### config.mk
export PLATFORM = sky130hd
export DESIGN_NAME = spi_regport
export DESIGN_NICKNAME = d
export VERILOG_FILES = /design/src/rtl/spi_regport_pkg.sv /design/src/rtl/spi_rp_sync.sv /design/src/rtl/spi_rp_mode.sv /design/src/rtl/spi_rp_engine.sv /design/src/rtl/spi_regport.sv
export SDC_FILE = /design/constraint.sdc
export NUM_CORES = 1
export LEC_CHECK = 0
export BUFFER_PORTS_ARGS = -buffer_cell sky130_fd_sc_hd__buf_4
export CAP_MARGIN = 20
export CORE_MARGIN = 4
export CORE_UTILIZATION = 52
export DETAILED_ROUTE_END_ITERATION = 7
export HOLD_SLACK_MARGIN = 0.02
export PLACE_DENSITY = 0.85
export SYNTH_ARGS = -nofsm -noshare
export SYNTH_HDL_FRONTEND = slang
export SYNTH_SLANG_ARGS = --single-unit
### constraint.sdc
create_clock -name clk -period 5 [get_ports clk]
set_input_delay 0.25 -clock clk [delete_from_list [all_inputs] [get_ports clk]]
set_output_delay 0.25 -clock clk [all_outputs]
set_load 0.005 [all_outputs]
### src/rtl/spi_regport_pkg.sv
package spi_regport_pkg;

    typedef enum logic [1:0] {
        PH_DEV  = 2'd0,
        PH_SUBH = 2'd1,
        PH_SUBL = 2'd2,
        PH_DATA = 2'd3
    } phase_e;

    localparam int SUB_W = 16;

endpackage

### src/rtl/spi_rp_sync.sv
module spi_rp_sync #(
    parameter int           W       = 3,
    parameter logic [W-1:0] RST_VAL = '0
) (
    input  logic         clk,
    input  logic         rst_n,
    input  logic [W-1:0] raw_i,
    output logic [W-1:0] lvl_o
);
    typedef struct packed {
        logic [W-1:0] meta;
        logic [W-1:0] stab;
    } sync_t;

    sync_t sy_d, sy_q;

    always_comb begin
        sy_d      = sy_q;
        sy_d.meta = raw_i;
        sy_d.stab = sy_q.meta;
    end

    always_ff @(posedge clk or negedge rst_n) begin
        if (!rst_n) sy_q <= '{meta: RST_VAL, stab: RST_VAL};
        else        sy_q <= sy_d;
    end

    assign lvl_o = sy_q.stab;
endmodule

### src/rtl/spi_rp_mode.sv
module spi_rp_mode #(
    parameter int PULSES = 3
) (
    input  logic clk,
    input  logic rst_n,
    input  logic sel_lvl_i,
    output logic mode_o
);
    localparam int CW = $clog2(PULSES + 1);

    typedef struct packed {
        logic [CW-1:0] cnt;
        logic          sel_p;
    } mode_t;

    mode_t md_d, md_q;
    logic  sel_rise;

    assign sel_rise = sel_lvl_i & ~md_q.sel_p;
    assign mode_o   = (md_q.cnt == CW'(PULSES));

    always_comb begin
        md_d       = md_q;
        md_d.sel_p = sel_lvl_i;
        if (!mode_o && sel_rise) md_d.cnt = md_q.cnt + 1'b1;
    end

    always_ff @(posedge clk or negedge rst_n) begin
        if (!rst_n) md_q <= '{cnt: '0, sel_p: 1'b1};
        else        md_q <= md_d;
    end

    // once entered, the mode never drops
    a_r2_mode_sticky: assert property (@(posedge clk) disable iff (!rst_n)
        mode_o |=> mode_o);
    // entry happens only at the end of a low pulse
    a_r2_entry_on_rise: assert property (@(posedge clk) disable iff (!rst_n)
        $rose(mode_o) |-> $past(sel_rise));
endmodule

### src/rtl/spi_rp_engine.sv
module spi_rp_engine
    import spi_regport_pkg::*;
#(
    parameter int BYTES_PER_LOC = 2
) (
    input  logic                       clk,
    input  logic                       rst_n,
    input  logic                       mode_i,
    input  logic                       sel_lvl_i,
    input  logic                       sck_lvl_i,
    input  logic                       sdi_lvl_i,
    input  logic                       addr_pin_i,
    input  logic [8*BYTES_PER_LOC-1:0] rdata_i,
    output logic [SUB_W-1:0]           addr_o,
    output logic [8*BYTES_PER_LOC-1:0] wdata_o,
    output logic                       wr_o,
    output logic                       rd_o,
    output logic                       sdo_o,
    output logic                       oe_o
);
    localparam int DW   = 8 * BYTES_PER_LOC;
    localparam int LB_W = (BYTES_PER_LOC > 1) ? $clog2(BYTES_PER_LOC) : 1;

    typedef struct packed {
        logic             sel_p;
        logic             sck_p;
        logic             active;
        logic [2:0]       bit_n;
        phase_e           ph;
        logic [6:0]       sh;
        logic             match;
        logic             rd_mode;
        logic [LB_W-1:0]  locb;
        logic [SUB_W-1:0] addr;
        logic [DW-1:0]    wacc;
        logic [DW-1:0]    wdata;
        logic             wr;
        logic             rd;
        logic [DW-1:0]    obuf;
        logic             sdo;
        logic             oe;
    } eng_t;

    eng_t eg_d, eg_q;
    logic sel_rise, sel_fall, sck_rise, sck_fall;
    logic [7:0] byte_v;

    assign sel_rise = sel_lvl_i & ~eg_q.sel_p;
    assign sel_fall = ~sel_lvl_i & eg_q.sel_p;
    assign sck_rise = sck_lvl_i & ~eg_q.sck_p;
    assign sck_fall = ~sck_lvl_i & eg_q.sck_p;
    assign byte_v   = {eg_q.sh, sdi_lvl_i};

    always_comb begin
        eg_d       = eg_q;
        eg_d.sel_p = sel_lvl_i;
        eg_d.sck_p = sck_lvl_i;
        eg_d.wr    = 1'b0;
        eg_d.rd    = 1'b0;
        if (eg_q.wr) eg_d.addr = eg_q.addr + 1'b1;
        if (eg_q.rd) eg_d.obuf = rdata_i;

        if (sel_rise) begin
            eg_d.active = 1'b0;
            eg_d.oe     = 1'b0;
            eg_d.sdo    = 1'b0;
        end else if (sel_fall && mode_i) begin
            eg_d.active  = 1'b1;
            eg_d.bit_n   = '0;
            eg_d.ph      = PH_DEV;
            eg_d.locb    = '0;
            eg_d.match   = 1'b0;
            eg_d.rd_mode = 1'b0;
            eg_d.wacc    = '0;
        end else if (eg_q.active) begin
            if (sck_rise) begin
                eg_d.sh    = byte_v[6:0];
                eg_d.bit_n = eg_q.bit_n + 1'b1;
                if (eg_q.bit_n == 3'd7) begin
                    case (eg_q.ph)
                        PH_DEV: begin
                            eg_d.match   = (byte_v[7:1] == {6'd0, addr_pin_i});
                            eg_d.rd_mode = byte_v[0];
                            eg_d.ph      = PH_SUBH;
                        end
                        PH_SUBH: begin
                            if (eg_q.match) eg_d.addr[15:8] = byte_v;
                            eg_d.ph = PH_SUBL;
                        end
                        PH_SUBL: begin
                            if (eg_q.match) eg_d.addr[7:0] = byte_v;
                            eg_d.ph = PH_DATA;
                            eg_d.rd = eg_q.match & eg_q.rd_mode;
                        end
                        default: begin
                            if (eg_q.match) begin
                                eg_d.wacc = (eg_q.wacc << 8) | DW'(byte_v);
                                if (eg_q.locb == LB_W'(BYTES_PER_LOC - 1)) begin
                                    eg_d.locb = '0;
                                    if (eg_q.rd_mode) begin
                                        eg_d.addr = eg_q.addr + 1'b1;
                                        eg_d.rd   = 1'b1;
                                    end else begin
                                        eg_d.wr    = 1'b1;
                                        eg_d.wdata = (eg_q.wacc << 8) | DW'(byte_v);
                                    end
                                end else begin
                                    eg_d.locb = eg_q.locb + 1'b1;
                                end
                            end
                        end
                    endcase
                end
            end
            if (sck_fall && eg_q.match && eg_q.rd_mode && eg_q.ph == PH_DATA) begin
                eg_d.oe   = 1'b1;
                eg_d.sdo  = eg_q.obuf[DW-1];
                eg_d.obuf = eg_q.obuf << 1;
            end
        end
    end

    always_ff @(posedge clk or negedge rst_n) begin
        if (!rst_n) begin
            eg_q       <= '0;
            eg_q.sel_p <= 1'b1;
            eg_q.ph    <= PH_DEV;
        end else begin
            eg_q <= eg_d;
        end
    end

    assign addr_o  = eg_q.addr;
    assign wdata_o = eg_q.wdata;
    assign wr_o    = eg_q.wr;
    assign rd_o    = eg_q.rd;
    assign sdo_o   = eg_q.sdo;
    assign oe_o    = eg_q.oe;

    // a write strobe lasts one cycle
    a_r6_wr_single: assert property (@(posedge clk) disable iff (!rst_n)
        eg_q.wr |=> !eg_q.wr);
    // location advances by one after each write strobe
    a_r7_addr_step: assert property (@(posedge clk) disable iff (!rst_n)
        eg_q.wr |=> (eg_q.addr == $past(eg_q.addr) + 16'd1));
    // read and write strobes never coincide
    a_r8_rd_wr_apart: assert property (@(posedge clk) disable iff (!rst_n)
        !(eg_q.wr && eg_q.rd));
    // drive starts only on a serial falling edge
    a_r9_oe_on_fall: assert property (@(posedge clk) disable iff (!rst_n)
        $rose(eg_q.oe) |-> $past(sck_fall));
    // select high releases the output
    a_r10_release: assert property (@(posedge clk) disable iff (!rst_n)
        sel_rise |=> !eg_q.oe);
    // no drive before the mode is entered
    a_r1_oe_needs_mode: assert property (@(posedge clk) disable iff (!rst_n)
        eg_q.oe |-> mode_i);
endmodule

### src/rtl/spi_regport.sv
module spi_regport
    import spi_regport_pkg::*;
#(
    parameter int BYTES_PER_LOC = 2,
    parameter int MODE_PULSES   = 3
) (
    input  logic                       clk,
    input  logic                       rst_n,
    input  logic                       sel_n_i,
    input  logic                       sck_i,
    input  logic                       sdi_i,
    input  logic                       addr_pin_i,
    output logic                       sdo_o,
    output logic                       sdo_oe_o,
    output logic [SUB_W-1:0]           reg_addr_o,
    output logic [8*BYTES_PER_LOC-1:0] reg_wdata_o,
    output logic                       reg_wr_o,
    output logic                       reg_rd_o,
    input  logic [8*BYTES_PER_LOC-1:0] reg_rdata_i
);
    logic [2:0] lvl;
    logic       mode;

    spi_rp_sync #(.W(3), .RST_VAL(3'b001)) u_sync (
        .clk   (clk),
        .rst_n (rst_n),
        .raw_i ({sdi_i, sck_i, sel_n_i}),
        .lvl_o (lvl)
    );

    spi_rp_mode #(.PULSES(MODE_PULSES)) u_mode (
        .clk       (clk),
        .rst_n     (rst_n),
        .sel_lvl_i (lvl[0]),
        .mode_o    (mode)
    );

    spi_rp_engine #(.BYTES_PER_LOC(BYTES_PER_LOC)) u_eng (
        .clk        (clk),
        .rst_n      (rst_n),
        .mode_i     (mode),
        .sel_lvl_i  (lvl[0]),
        .sck_lvl_i  (lvl[1]),
        .sdi_lvl_i  (lvl[2]),
        .addr_pin_i (addr_pin_i),
        .rdata_i    (reg_rdata_i),
        .addr_o     (reg_addr_o),
        .wdata_o    (reg_wdata_o),
        .wr_o       (reg_wr_o),
        .rd_o       (reg_rd_o),
        .sdo_o      (sdo_o),
        .oe_o       (sdo_oe_o)
    );
endmodule

== After elaboration in Yosys (flattened, before gate mapping) ==
Index checks and enable logic that the tools add are counted.

* Register bits: 94
* Input bits: 22

* Reductions and logical operators: 26
* $add $sub $neg: 4
* Bitwise gates (word level): 14
* Mux-type cells: 32
* Equal/unequal tests: 8

{| class="wikitable"
|+ Operators by type and width
! kind !! number
|-
| 2-to-1 mux 16 bit || 6
|-
| 2-to-1 mux 83 bit || 1
|-
| 2-to-1 mux 66 bit || 1
|-
| 2-to-1 mux 65 bit || 1
|-
| 2-to-1 mux 53 bit || 1
|-
| 2-to-1 mux 51 bit || 1
|-
| 2-to-1 mux 18 bit || 2
|-
| 2-to-1 mux 36 bit || 1
|-
| 2-to-1 mux 33 bit || 1
|-
| one-hot mux 8 bit (2 select lines) || 2
|-
| 2-to-1 mux 17 bit || 1
|-
| adder 16 x 1 -> 16 bit (second input constant) || 1
|-
| 2-to-1 mux 8 bit || 2
|-
| bitwise OR 16 x 8 -> 16 bit || 1
|-
| nonzero test 2 bit || 8
|-
| AND reduction 5 bit || 2
|-
| AND reduction 9 bit || 1
|-
| NOT 1 bit || 8
|-
| == test 7 x 1 -> 1 bit || 1
|-
| == test 2 bit (second input constant) || 3
|-
| 2-to-1 mux 2 bit || 3
|-
| one-hot mux 2 bit (3 select lines) || 1
|-
| AND reduction 3 bit || 2
|-
| AND reduction 6 bit || 1
|-
| 19 further kinds || 32
|}

== Depth between registers and ports, before layout ==
Gate-level depths: netlist of the first run.

* Depth in word-level cells: 11
* Mapped depth: 9
* Mapped depth without buffers: 7

== Cells and area by module ==
A second synthesis of the first run with hierarchy kept.

* Cells, all modules: 458
* Area, all modules: 4720.8 µm²

{| class="wikitable"
|+ By module, submodules not included
! module !! instances !! sequential area each (µm²) !! area each (µm²) !! cells each
|-
| spi_rp_engine || 1 || 1953.1 || 4440.5 || 445
|-
| spi_rp_sync || 1 || 152.6 || 152.6 || 6
|-
| spi_rp_mode || 1 || 76.3 || 127.6 || 7
|}

== Least setup slack after synthesis of the first run ==
Ideal clock, no wire load.

* Path type: flip-flop to flip-flop
* From: reg u_eng.eg_q[80] (netlist name)
* To: reg u_eng.eg_q (netlist bit u_eng.wdata_o[10])
* Arrival: 2264 ps
* Path buffers: 2
* Setup time: 125 ps
* Cell stages (with the launch flop): 9
* Path slack: 2611 ps
* Period minus slack after synthesis: 2389 ps
* Path through: dfrtp_1 ha_1 ha_1 nand4b_2 or3_1 buf_6 nor4_4 buf_6 mux2_2

* Longest elaborated chain between the ends: 2

{| class="wikitable"
|+ Ends and longest elaborated chain
! what !! RTL line !! text
|-
| start: declaration || spi_rp_engine.sv:44 || <nowiki>eng_t eg_d, eg_q;</nowiki>
|-
| start signal: assignment || spi_rp_engine.sv:129 || <nowiki>eg_q <= eg_d;</nowiki>
|-
| == test 3 bit || spi_rp_engine.sv:79 || <nowiki>if (eg_q.bit_n == 3'd7) begin</nowiki>
|-
| AND reduction 9 bit (no source line) || - ||
|}

No other way between the ends.
A chain may end at the register's enable or synchronous reset.

== Final worst setup path of the first run ==
* From: reg u_eng.eg_q[81] (netlist name)
* To: reg u_eng.eg_q (netlist bit u_eng.wdata_o[8])

Same word-level chain as after synthesis.

==> results of run 1 <==
==> synthesized netlist by cell type (4+ instances only) <==
cell type / n / area share (%)
sky130_fd_sc_hd__a21oi_1: 9 / 0.99
sky130_fd_sc_hd__a22oi_1: 9 / 1.5
sky130_fd_sc_hd__a311o_1: 4 / 0.88
sky130_fd_sc_hd__buf_4: 32 / 5.3
sky130_fd_sc_hd__clkbuf_1: 17 / 1.4
sky130_fd_sc_hd__dfrtp_1: 83 / 46
sky130_fd_sc_hd__ha_1: 10 / 2.7
sky130_fd_sc_hd__inv_1: 7 / 0.58
sky130_fd_sc_hd__mux2_2: 25 / 6.2
sky130_fd_sc_hd__mux2i_1: 23 / 5.1
sky130_fd_sc_hd__nand2_1: 49 / 4.0
sky130_fd_sc_hd__nand3_1: 12 / 1.3
sky130_fd_sc_hd__nand4_1: 10 / 1.4
sky130_fd_sc_hd__nor2_1: 15 / 1.2
sky130_fd_sc_hd__nor3_1: 13 / 1.4
sky130_fd_sc_hd__nor4_1: 5 / 0.69
sky130_fd_sc_hd__o21ai_0: 32 / 3.5
sky130_fd_sc_hd__o22ai_1: 10 / 1.4
sky130_fd_sc_hd__xnor2_1: 4 / 0.77
sky130_fd_sc_hd__xor2_1: 19 / 3.7
==> cell families after synthesis <==
| family | count (synthesis) |
|---|---|
| compound gates | 82 |
| xor+xnor | 23 |
| fa+ha+maj | 10 |
| buf+inv | 61 |
| flops | 86 |
| mux | 49 |
| simple gates | 127 |
==> per-layer routing <==
metal | track usage (%) | share of wire [%] | vias to the layer above
li1 | - | - | 1578
met1 | 29.03 | 42 | 1705
met2 | 32.90 | 49 | 164
met3 | 3.444 | 7.9 | 19
met4 | 8.384 | 1.8 | 0
met5 | 0 | 0 | -
==> power by group <==
| part | switching (uW) | internal [uW] | total, uW |
|---|---|---|---|
| clock | 289 | 197 | 486 |
| combinational | 77.7 | 79.1 | 157 |
| sequential | 80.9 | 740 | 821 |
| total | 447 | 1020 | 1460 |
==> worst max-delay path, stage by stage, from the launching register on <==
cell                       delay [ns]
sky130_fd_sc_hd__dfrtp_1         0.39
sky130_fd_sc_hd__ha_1            0.19
sky130_fd_sc_hd__ha_1            0.22
sky130_fd_sc_hd__nand4b_2        0.20
sky130_fd_sc_hd__or3_1           0.63
sky130_fd_sc_hd__nor4_4          0.93
sky130_fd_sc_hd__mux2_2          0.43
==> flip-flops by register name, indices dropped and copies added (netlist names), 2 cells and up <==
name,count
u_eng.addr_o,16
u_mode.md_q,2
u_eng.eg_q,35
u_eng.byte_v,7
u_sync.sy_d,3
u_sync.lvl_o,3
u_eng.wdata_o,16
==> how the worst min path moves through the flow <==
stage                     cells past startpoint                      from  slack [ns]                        end
after floorplan                               0                     rst_n       -0.05  u_eng.addr_o[0]$_DFF_PN0_
after global placement                        0  u_sync.sy_d[1]$_DFF_PN0_        0.33  u_sync.lvl_o[1]$_DFF_PN0_
after detailed placement                      0  u_sync.sy_d[2]$_DFF_PN0_        0.34  u_sync.lvl_o[2]$_DFF_PN0_
after CTS                                     1                     rst_n        0.11    u_eng.eg_q[4]$_DFF_PN0_
final                                         3            reg_rdata_i[0]        0.14    u_eng.eg_q[2]$_DFF_PN0_
after global routing                          3            reg_rdata_i[0]        0.18    u_eng.eg_q[2]$_DFF_PN0_
==> through the flow <==
step / power, uW / util, %
after detailed placement: 983.5 / 57.08
after global routing: 1528 / 60.28
after CTS: 1466 / 59.83
after floorplan: 894.5 / -
after global placement: 965.1 / 57.08
final: 1464 / 60.28
==> layout make-up <==
type,instances,area (um2),share of cell area (%)
Tap cell,105,131.4,2.600
Timing Repair Buffer,64,510.5,10.10
Clock inverter,7,76.32,1.511
Clock buffer,9,123.9,2.452
Multi-Input combinational cell,291,2028,40.14
Inverter,7,26.28,0.5201
Sequential cell,86,2156,42.67
==> results list, run 1 <==
- For this run, the number of Yosys warnings is 0.
- Along the worst path, the maximum fanout reaches 17.
- In this run the horizontal extent of the chip is 101.5 um.
- Pwr per Cell Area: 289.8 nW/um2
* Cells after synthesis: 438
* Tightest Hold Check Type: in2reg
* Vias: 3466
- Most used DFF post-synth: sky130_fd_sc_hd__dfrtp_1
- Clock sink total: 86
- Pin count of the biggest net entering global routing: 87
* Clock-pin slew reported for the worst setup and hold paths after clock tree synthesis: 0.09 ns
- Residual antenna-violating net count after detailed routing: 0
* Category of the worst setup path capture point: flip-flop
- Area growth, synth to finish: 11.03%
- # nets final: 491
- Worst endpoint required time: 5.26 ns
* Post-Synth XOR/XNOR Area: 4.427%
- Worst-case hold slack: 0.1399 ns
- The library cells used most frequently in the layout, excluding fill and tap cells, are 83 x sky130_fd_sc_hd__dfrtp_1, 59 x sky130_fd_sc_hd__buf_4, 49 x sky130_fd_sc_hd__nand2_1.
- End point of the critical path: u_eng.wdata_o[8]$_DFFE_PN0P_
- After synthesis, the share of flip-flops with an asynchronous set or reset is 100.0%.
* Std cell rows: 33
- TritonCTS built the clock tree.
* Number of global-route vias before repair: 3327
- Most frequent standard cell in the layout excluding fill and tap cells: sky130_fd_sc_hd__dfrtp_1
- Simple-gate area share of the yosys netlist: 14.02%
* Largest buffer count on any clock path: 2
- Multiplexer cells account for 11.49% of the synthesized area.
* Global-route congestion overflow total: 0
* Worst setup path class: reg2reg
- The worst register-to-register path has a setup slack of 1.90 ns.
* Critical path launch point: u_eng.eg_q[81]$_DFFE_PN0P_
- The average instance in the mapped netlist occupies 10.39 um2.
- The floorplan step set the die height to 101.5 um.
- Buffers inserted to repair hold after CTS numbered 3.
- The synthesized netlist occupies a cell area of 4551 um2.
- Final critical-path required period: 3.104 ns
- Clock tree synthesis selected as its root buffer the cell sky130_fd_sc_hd__clkbuf_8.
- Launching element type of the critical path: flip-flop
- Of the available clock period, the critical path in the final layout requires 62.07%.
* Final setup violating endpoints: 0
- Synth Area in Compound Gates: 11.74%
- Sequential-to-total area share from yosys stat: 47.37%
- Post-place setup slack: 1.861 ns
* Endpoint of the lowest-slack register-to-register path: u_eng.wdata_o[8]$_DFFE_PN0P_
- Routed vias/inst: 6.091
* Lkg Pwr: 0.002191 uW
* Non-filler cells in the finished layout: 569
- # H-tree levels: 3
* Post-CTS setup-driven buffer insertion count: 0
- Half-perimeter wire length of the detailed placement result: 7.136 mm
* Insertion delay of the later-clocked pin in the worst-skew pair: 0.37 ns
- Port buffering added 57 buffers.
- In the routed design, unresolved DRC markers number 0.
- The first global-routing pass estimated 16.93 mm of wire.
- At the pin with the least slew margin, the transition time is 1.014 ns.
- The post-route netlist has 23.92% of its cells at a drive strength greater than 1.
* Gpl congestion: 0.8992
- Summed over all layers, the routed wires come to 10.35 mm.
- RSZ-0062 raised after global routing: no
* Combinational family with the most area after synthesis: simple AND/OR/NAND/NOR gates
- Post-synthesis adder-cell area fraction: 2.750%
* Max capacitance violation total: 0
- Peak supply drop: 0.0001315 V
- Setup_tns: 0 ns
* Fmax: 0.3222 GHz
* Die area: 10310 um2
- TritonCTS buffer count: 9
* Area after detailed placement: 4785 um2
- Placed cell count: 548
- Total Routing Usage GR: 20.92%
* Design Area, Final: 5052 um2
- For this configuration, the core starts out at a cell density of 54.29%.
- The synthesized design contains 86 register bits.
- Synth cell types: 51
- Outcome: finished, final reports clean
* Least setup slack across all paths after layout: 1.896 ns
* Worst slew margin relative to its limit: 31.90%
- Arrival time at the worst endpoint: 3.36 ns
* Layout Skew: 0.01050 ns
* Number of detailed-route iterations in the first pass: 6
- The worst register-to-register path begins at u_eng.eg_q[81]$_DFFE_PN0P_.
- The initial antenna violation count was 0.
- Final-report hold violation count: 0
* # IOs: 58
* WL per Instance: 18.18 um
- Max Slew Vio Count: 0
- Final antenna diode count: 0
- The number of nets in the synthesized netlist is 470.
- Fill cells in the final layout number 674.
- The detailed router finished its first iteration with 606 violations.
- In this run, synthesis inferred 0 flip-flops with an integrated enable.
* Logic depth of the worst register-to-register path: 6
- CORE AREA: 8382 um2
- Gates resized during post-CTS repair numbered 0.
Note: power is estimated with default switching activity, not from simulation.
==> run 2, diff against run 1 <==
--- a/config.mk
+++ b/config.mk
@@ -11,7 +11,7 @@
 export CORE_UTILIZATION = 52
 export DETAILED_ROUTE_END_ITERATION = 7
 export HOLD_SLACK_MARGIN = 0.02
-export PLACE_DENSITY = 0.85
+export PLACE_DENSITY = 0.88
 export SYNTH_ARGS = -nofsm -noshare
 export SYNTH_HDL_FRONTEND = slang
 export SYNTH_SLANG_ARGS = --single-unit
==> constraint.sdc (replaced) <==
create_clock -name clk -period 2.79 [get_ports clk]
set_input_delay 0.1395 -clock clk [delete_from_list [all_inputs] [get_ports clk]]
set_output_delay 0.1395 -clock clk [all_outputs]
set_load 0.005 [all_outputs]
==> run 2 against run 1 <==
Clock power increased by 79%. Non-clock buffer count grew 7. Fmax up 26%. Routed wire length is 2.6% lower. Clock skew down 0.0020 ns. Sequential share of layout area decreased by 0.44 points. Critical path type unchanged. Critical endpoint is now u_eng.addr_o[10]$_DFF_PN0_. Largest cell class unchanged.
==> results list, run 2 (same netlist as run 1, synthesis figures left out) <==
- The tree is rooted in a sky130_fd_sc_hd__clkbuf_8.
* Tightest Hold Check Type: in2reg
- Across the routed clock network, the largest skew measured is 0.008518 ns.
- The number of setup buffers added after CTS is 0.
- Summed over all nets, the half-perimeter wirelength after detailed placement is 7.018 mm.
* Effective utilization at floorplan: 54.29%
* WL per Instance: 17.50 um
* Clock-pin slew reported for the worst setup and hold paths after clock tree synthesis: 0.09 ns
- The tool flagged a number of max-cap violations equal to 0.
- For this run, the total global-route usage over all layers was measured as 20.08%.
- For this run, the share of the core covered by cells in the final layout is 60.90%.
- Max Slew Vio Count: 0
- Std cell rows: 33
* Number of global-route vias before repair: 3405
- Prior to clock tree synthesis, the placed netlist has a worst setup slack of 0.3982 ns.
- In this run, the number of DRC markers left after iteration 0 of detailed routing was 332.
- Launching element type of the critical path: flip-flop
- For this block, the routed nets add up to 10.08 mm of wire.
- For this run, the slowest stage of the critical path takes 0.54 ns.
- Proportion of layout cells with a drive suffix above 1: 24.84%
- Resized Gates After CTS: 0
- CTS tree: built
- # IOs: 58
* Highest-count cells in the layout ignoring fill and taps: 83 x sky130_fd_sc_hd__dfrtp_1, 65 x sky130_fd_sc_hd__buf_4, 49 x sky130_fd_sc_hd__nand2_1
- Int Pwr: 1823 uW
- Port Buffer Count: 57
- For this design the ratio of total power to cell area is 512.6 nW/um2.
- # nets final: 498
- Summed over all failing endpoints, the final setup total negative slack is 0 ns.
- The worst path uses 88.56% of the clock period.
- Flip-flop count of the largest register, all copies and words added: 35
- The analysis attributes to net switching a power of 793.5 uW.
- Design Area, Final: 5105 um2
* Worst setup path class: reg2reg
- Area after detailed placement: 4830 um2
- Buffering stage count on the worst path with inverters included: 0
* Gpl congestion: 0.9313
- Worst endpoint required time: 3.02 ns
- Before antenna repair, the detailed router went through 6 iterations.
* Die area: 10310 um2
- CORE AREA: 8382 um2
- Most frequent standard cell in the layout excluding fill and tap cells: sky130_fd_sc_hd__dfrtp_1
* Remaining design rule violation count: 0
* Routed vias/inst: 5.948
* Pin count of the biggest net entering global routing: 87
* Arrival time at the worst endpoint: 2.70 ns
* Largest delay contributor family on the critical path: compound AO/OA/AOI/OAI gates
- Final antenna diode count: 0
- In this run the number of H-tree levels came out at 3.
- The run finished with clean final reports.
- Category of the worst setup path capture point: flip-flop
- Clock tree synthesis inserted a total of 9 buffers.
- Per report_power, the sequential group accounts for 56.1% of the total.
* Worst slew margin relative to its limit: 44.82%
* Measured slew at the worst slew-check pin: 0.8277 ns
- Die Span Y: 101.5 um
- The clock reaches the later pin of the worst-skew pair after 0.37 ns.
- Count of hold-fix buffers inserted at cts: 5
- Relative to the synthesized area, the layout overhead comes to 12.18%.
* Clock sink total: 86
* Antenna violations before repair: 0
- Final setup violating endpoints: 0
- Filler cell count: 652
- Least setup slack across all paths after layout: 0.3191 ns
* Peak supply drop: 0.0002578 V
* Highest-delay cell along the critical path: sky130_fd_sc_hd__o21ai_0
- Subtracting the final worst setup slack from the clock period gives 2.471 ns.
- The clock passes through at most 2 buffers.
- The hold violation total from the final report came to 0.
- The signal on the critical path passes through ha_1 -> ha_1 -> nand4b_2 -> or3_1 -> o21ai_0 -> a311o_1 -> o311ai_0.
- Chip width: 101.5 um
- Combinational Power Share: 10.7%
* Largest fanout of any net on the critical path: 7
- Part of the power in the clock network: 33.2%
- Fmax: 0.4047 GHz
* Most frequent cell on the critical path: sky130_fd_sc_hd__ha_1
* Global-route congestion overflow total: 0
- Switching share of power: 30.32%
* Register with the most flip-flops: u_eng.eg_q
- Residual antenna-violating net count after detailed routing: 0
- The analysis attributes to cell leakage a power of 0.002225 uW.
* Vias: 3426
* Worst-case hold slack: 0.05518 ns
* Wire length of the first global-routing pass: 16.39 mm
- RSZ-0062 raised after global routing: no
## run 2: path summary, 6_finish.rpt
path	from	cells past startpoint	slack, ns	to
worst max-delay path	u_eng.eg_q[80]$_DFFE_PN0P_	7	0.32	u_eng.addr_o[10]$_DFF_PN0_
worst min register to register	u_sync.sy_d[2]$_DFF_PN0_	0	0.36	u_sync.lvl_o[2]$_DFF_PN0_
worst min-delay path	reg_rdata_i[9]	3	0.06	u_eng.eg_q[11]$_DFF_PN0_
max in group asynchronous	rst_n	3	2.01	u_sync.lvl_o[0]$_DFF_PN1_
worst max register to register	u_eng.eg_q[80]$_DFFE_PN0P_	7	0.32	u_eng.addr_o[10]$_DFF_PN0_
min in group asynchronous	rst_n	2	0.14	u_eng.eg_q[6]$_DFF_PN0_
## run 2: cell type report
| class | instances | area, um2 | share of cell area [%] |
|---|---|---|---|
| inverter | 7 | 26.28 | 0.5147 |
| clock inverter | 7 | 73.82 | 1.446 |
| clock buffer | 9 | 123.9 | 2.426 |
| timing repair buffer | 71 | 565.5 | 11.08 |
| multi-input combinational | 291 | 2028 | 39.73 |
| tap | 105 | 131.4 | 2.574 |
| sequential | 86 | 2156 | 42.23 |
## run 2: tightest hold or removal path, delay by kind of cell
kind,cells,cell delay [ns]
AO/OA/AOI/OAI,1,0.13
buffers and inverters,1,0.07
multiplexers,1,0.05
## run 2: metrics by stage
stage | power [uW] | cells
5_1_grt | 2731 | 576
3_5_place_dp | 1755 | 554
3_3_place_gp | 1728 | 554
6_report | 2617 | 576
4_1_cts | 2626 | 575
2_1_floorplan | 1603 | 438
## run 2: layer usage
metal / GRT usage (%) / routed length (um) / part of all wire, %
met3: 4.201 / 811 / 8.0
met2: 33.15 / 4829 / 48
met1: 26.41 / 4263 / 42
met4: 6.748 / 176 / 1.7
met5: 0 / 0 / 0
## run 2: power by group through the flow
stage                     clock (uW)  sequential [uW]  combinational [uW]
final                            868             1470                 281
after global routing             948             1470                 311
after CTS                        887             1460                 279
after detailed placement           0             1480                 271
after global placement             0             1480                 251
after floorplan                    0             1420                 180
==> run 3, diff against run 2 <==
--- a/config.mk
+++ b/config.mk
@@ -9,6 +9,7 @@
 export CAP_MARGIN = 20
 export CORE_MARGIN = 4
 export CORE_UTILIZATION = 52
+export CTS_BUF_LIST = sky130_fd_sc_hd__clkbuf_4
 export DETAILED_ROUTE_END_ITERATION = 7
 export HOLD_SLACK_MARGIN = 0.02
 export PLACE_DENSITY = 0.88
==> run 3 against run 2 <==
Critical path type unchanged. Fmax shrank 0.14%. Largest cell class unchanged. Critical path depth is the same. Critical endpoint unchanged. Sequential cell count is the same. Die area is the same. Global-route usage grew 0.40 points. Via count grew 0.82%. Hold slack lost 0.0022 ns. Sequential share of layout area shrank 0.76 points. Setup slack lost 0.0034 ns. First-iteration DRC count grew 8.7%.
==> results list, run 3 (same netlist as run 1, synthesis figures left out) <==
* Register cell area after layout: 2156 um2
- After clock tree synthesis, the clock-pin slew on the worst setup and hold paths is 0.15 ns.
- Worst setup path class: reg2reg
* Library cell used as clock root buffer: sky130_fd_sc_hd__clkbuf_4
* Largest delay contributor family on the critical path: compound AO/OA/AOI/OAI gates
* Post-Route WL: 10.31 mm
- TritonCTS built the clock tree.
- Dividing the detail-routed via count by the number of cells gives 5.844.
* TritonCTS buffer count: 9
- Post-CTS setup-driven buffer insertion count: 0
* Pin count of the biggest net entering global routing: 87
* Flip-flop count of the largest register, all copies and words added: 35
* Global-route congestion overflow total: 0
* Area after detailed placement: 4830 um2
* Final critical-path required period: 2.474 ns
- At the pin with the least slew margin, the transition time is 0.8192 ns.
- Filler cell count: 629
- WL per Instance: 17.44 um
- The multi-input combinational cells in the finished layout cover a total of 2028 um2.
* Worst endpoint required time: 3.10 ns
- The top cell types in the final layout, fill and taps aside, are 83 x sky130_fd_sc_hd__dfrtp_1, 65 x sky130_fd_sc_hd__buf_4, 49 x sky130_fd_sc_hd__nand2_1.
- In this run the remaining antenna-violating nets after routing total 0.
* Final antenna diode count: 0
- Half-perimeter wire length of the detailed placement result: 7.018 mm
* Largest buffer count on any clock path: 2
- Based on the critical path, the design can be clocked at up to 0.4042 GHz.
* Final setup violating endpoints: 0
* Sequence of cells on the critical path: ha_1 -> ha_1 -> nand4b_2 -> or3_1 -> o21ai_0 -> a311o_1 -> o311ai_0
- The hold violation total from the final report is 0.
- # nets final: 513
* Category of the worst setup path capture point: flip-flop
- The region available for standard cell placement spans 8382 um2.
* Proportion of layout cells with a drive suffix above 1: 24.07%
- Lkg Pwr: 0.002265 uW
- The largest single stage delay on the critical path is 0.53 ns.
- Vias: 3454
- Effective utilization at floorplan: 54.29%
- Arrival time at the worst endpoint: 2.78 ns
* Setup_tns: 0 ns
- Most frequent cell on the critical path: sky130_fd_sc_hd__ha_1
* Tightest Hold Check Type: in2reg
* Worst slew margin relative to its limit: 45.39%
- Chip width: 101.5 um
- Once layout is done, the placed cells without fillers occupy 5199 um2.
- The via count of the first global-routing pass is 3466.
- Layout Skew: 0.01351 ns
* Launching element type of the critical path: flip-flop
* Register with the most flip-flops: u_eng.eg_q
* Port Buffer Count: 57
- For the worst-skew pair, the clock arrives at the later sink with an insertion delay of 0.45 ns.
- Die Span Y: 101.5 um
- The area growth from synthesis to layout is 14.24%.
* Pwr per Cell Area: 473.6 nW/um2
- The clock drives 86 sinks.
- The flow ran to the end, and the final reports show no timing, DRC or antenna violations.
- The initial antenna violation count came to 0.
* Gpl congestion: 0.9313
* Buffering stage count on the worst path with inverters included: 0
* RSZ-0062 raised after global routing: no
- 58 I/O pins were placed.
- Die area: 10310 um2
- Number of detailed-route iterations in the first pass: 4
- Max-cap violations in this run came to 0.
- Starting DRC count in detailed routing: 361
- Part of the cycle the worst path needs: 88.69%
* Wire length of the first global-routing pass: 16.73 mm
* # H-tree levels: 3
- Remaining design rule violation count: 0
- The total count of max-transition violations in the final report is 0.
* Most frequent standard cell in the layout excluding fill and tap cells: sky130_fd_sc_hd__dfrtp_1
- Of all nets on the critical path, the largest fanout is 7.
- Overall power: 2462 uW
* Std cell rows: 33
- Total Routing Usage GR: 20.48%
* Highest-delay cell along the critical path: sky130_fd_sc_hd__o21ai_0
* Peak supply drop: 0.0003072 V
-- run 3: cell type report --
cell class	instances	share of cell area, %
inverters	7	0.5054
well taps	105	2.527
multi-input cells	291	39.01
clock buffers	9	1.300
repair buffers	86	13.77
flip-flops and latches	86	41.47
clock inverters	7	1.420
-- run 3: worst paths after layout --
path	startpoint	endpoint	slack [ns]	cells after the start
worst max-delay path	u_eng.eg_q[80]$_DFFE_PN0P_	u_eng.addr_o[10]$_DFF_PN0_	0.32	7
worst min-delay path	reg_rdata_i[14]	u_eng.eg_q[16]$_DFF_PN0_	0.05	3
worst max register to register	u_eng.eg_q[80]$_DFFE_PN0P_	u_eng.addr_o[10]$_DFF_PN0_	0.32	7
worst min register to register	u_sync.sy_d[0]$_DFF_PN1_	u_sync.lvl_o[0]$_DFF_PN1_	0.37	0
max in group asynchronous	rst_n	u_sync.lvl_o[0]$_DFF_PN1_	2.01	3
min in group asynchronous	rst_n	u_eng.addr_o[2]$_DFF_PN0_	0.13	2
-- run 3: timing repair --
action / 4_1_cts / 5_1_grt
resized for setup: 0 / 0
hold buffers: 19 / 1
endpoints found under the hold margin: 101 / 1
-- run 3: metrics by stage --
stage	hold slack, ns	util (%)	instances	worst slack, ns
floorplan	-0.1561	-	438	0.4011
global placement	0.2478	57.62	554	0.4450
detailed placement	0.2490	57.62	554	0.3982
CTS	0.02231	61.58	589	0.3773
global route	0.07745	62.02	591	0.1562
finish	0.05297	62.02	591	0.3157
-- run 3: layer usage --
layer | routed length [um] | GRT usage [%] | vias up
met5 | 0 | 0 | -
met4 | 137 | 5.317 | 0
met3 | 643 | 4.132 | 13
met2 | 5102 | 35.26 | 116
met1 | 4422 | 26.44 | 1703
li1 | - | - | 1622
-- run 3: power breakdown --
part | switching (uW) | internal [uW]
Clock | 489 | 213
Sequential | 136 | 1330
Combinational | 140 | 158
Total | 764 | 1700
-- run 3: worst min-delay path, delay by kind of cell --
kind,cells,cell delay (ns)
AO/OA/AOI/OAI,1,0.17
buffers and inverters,1,0.08
multiplexers,1,0.06
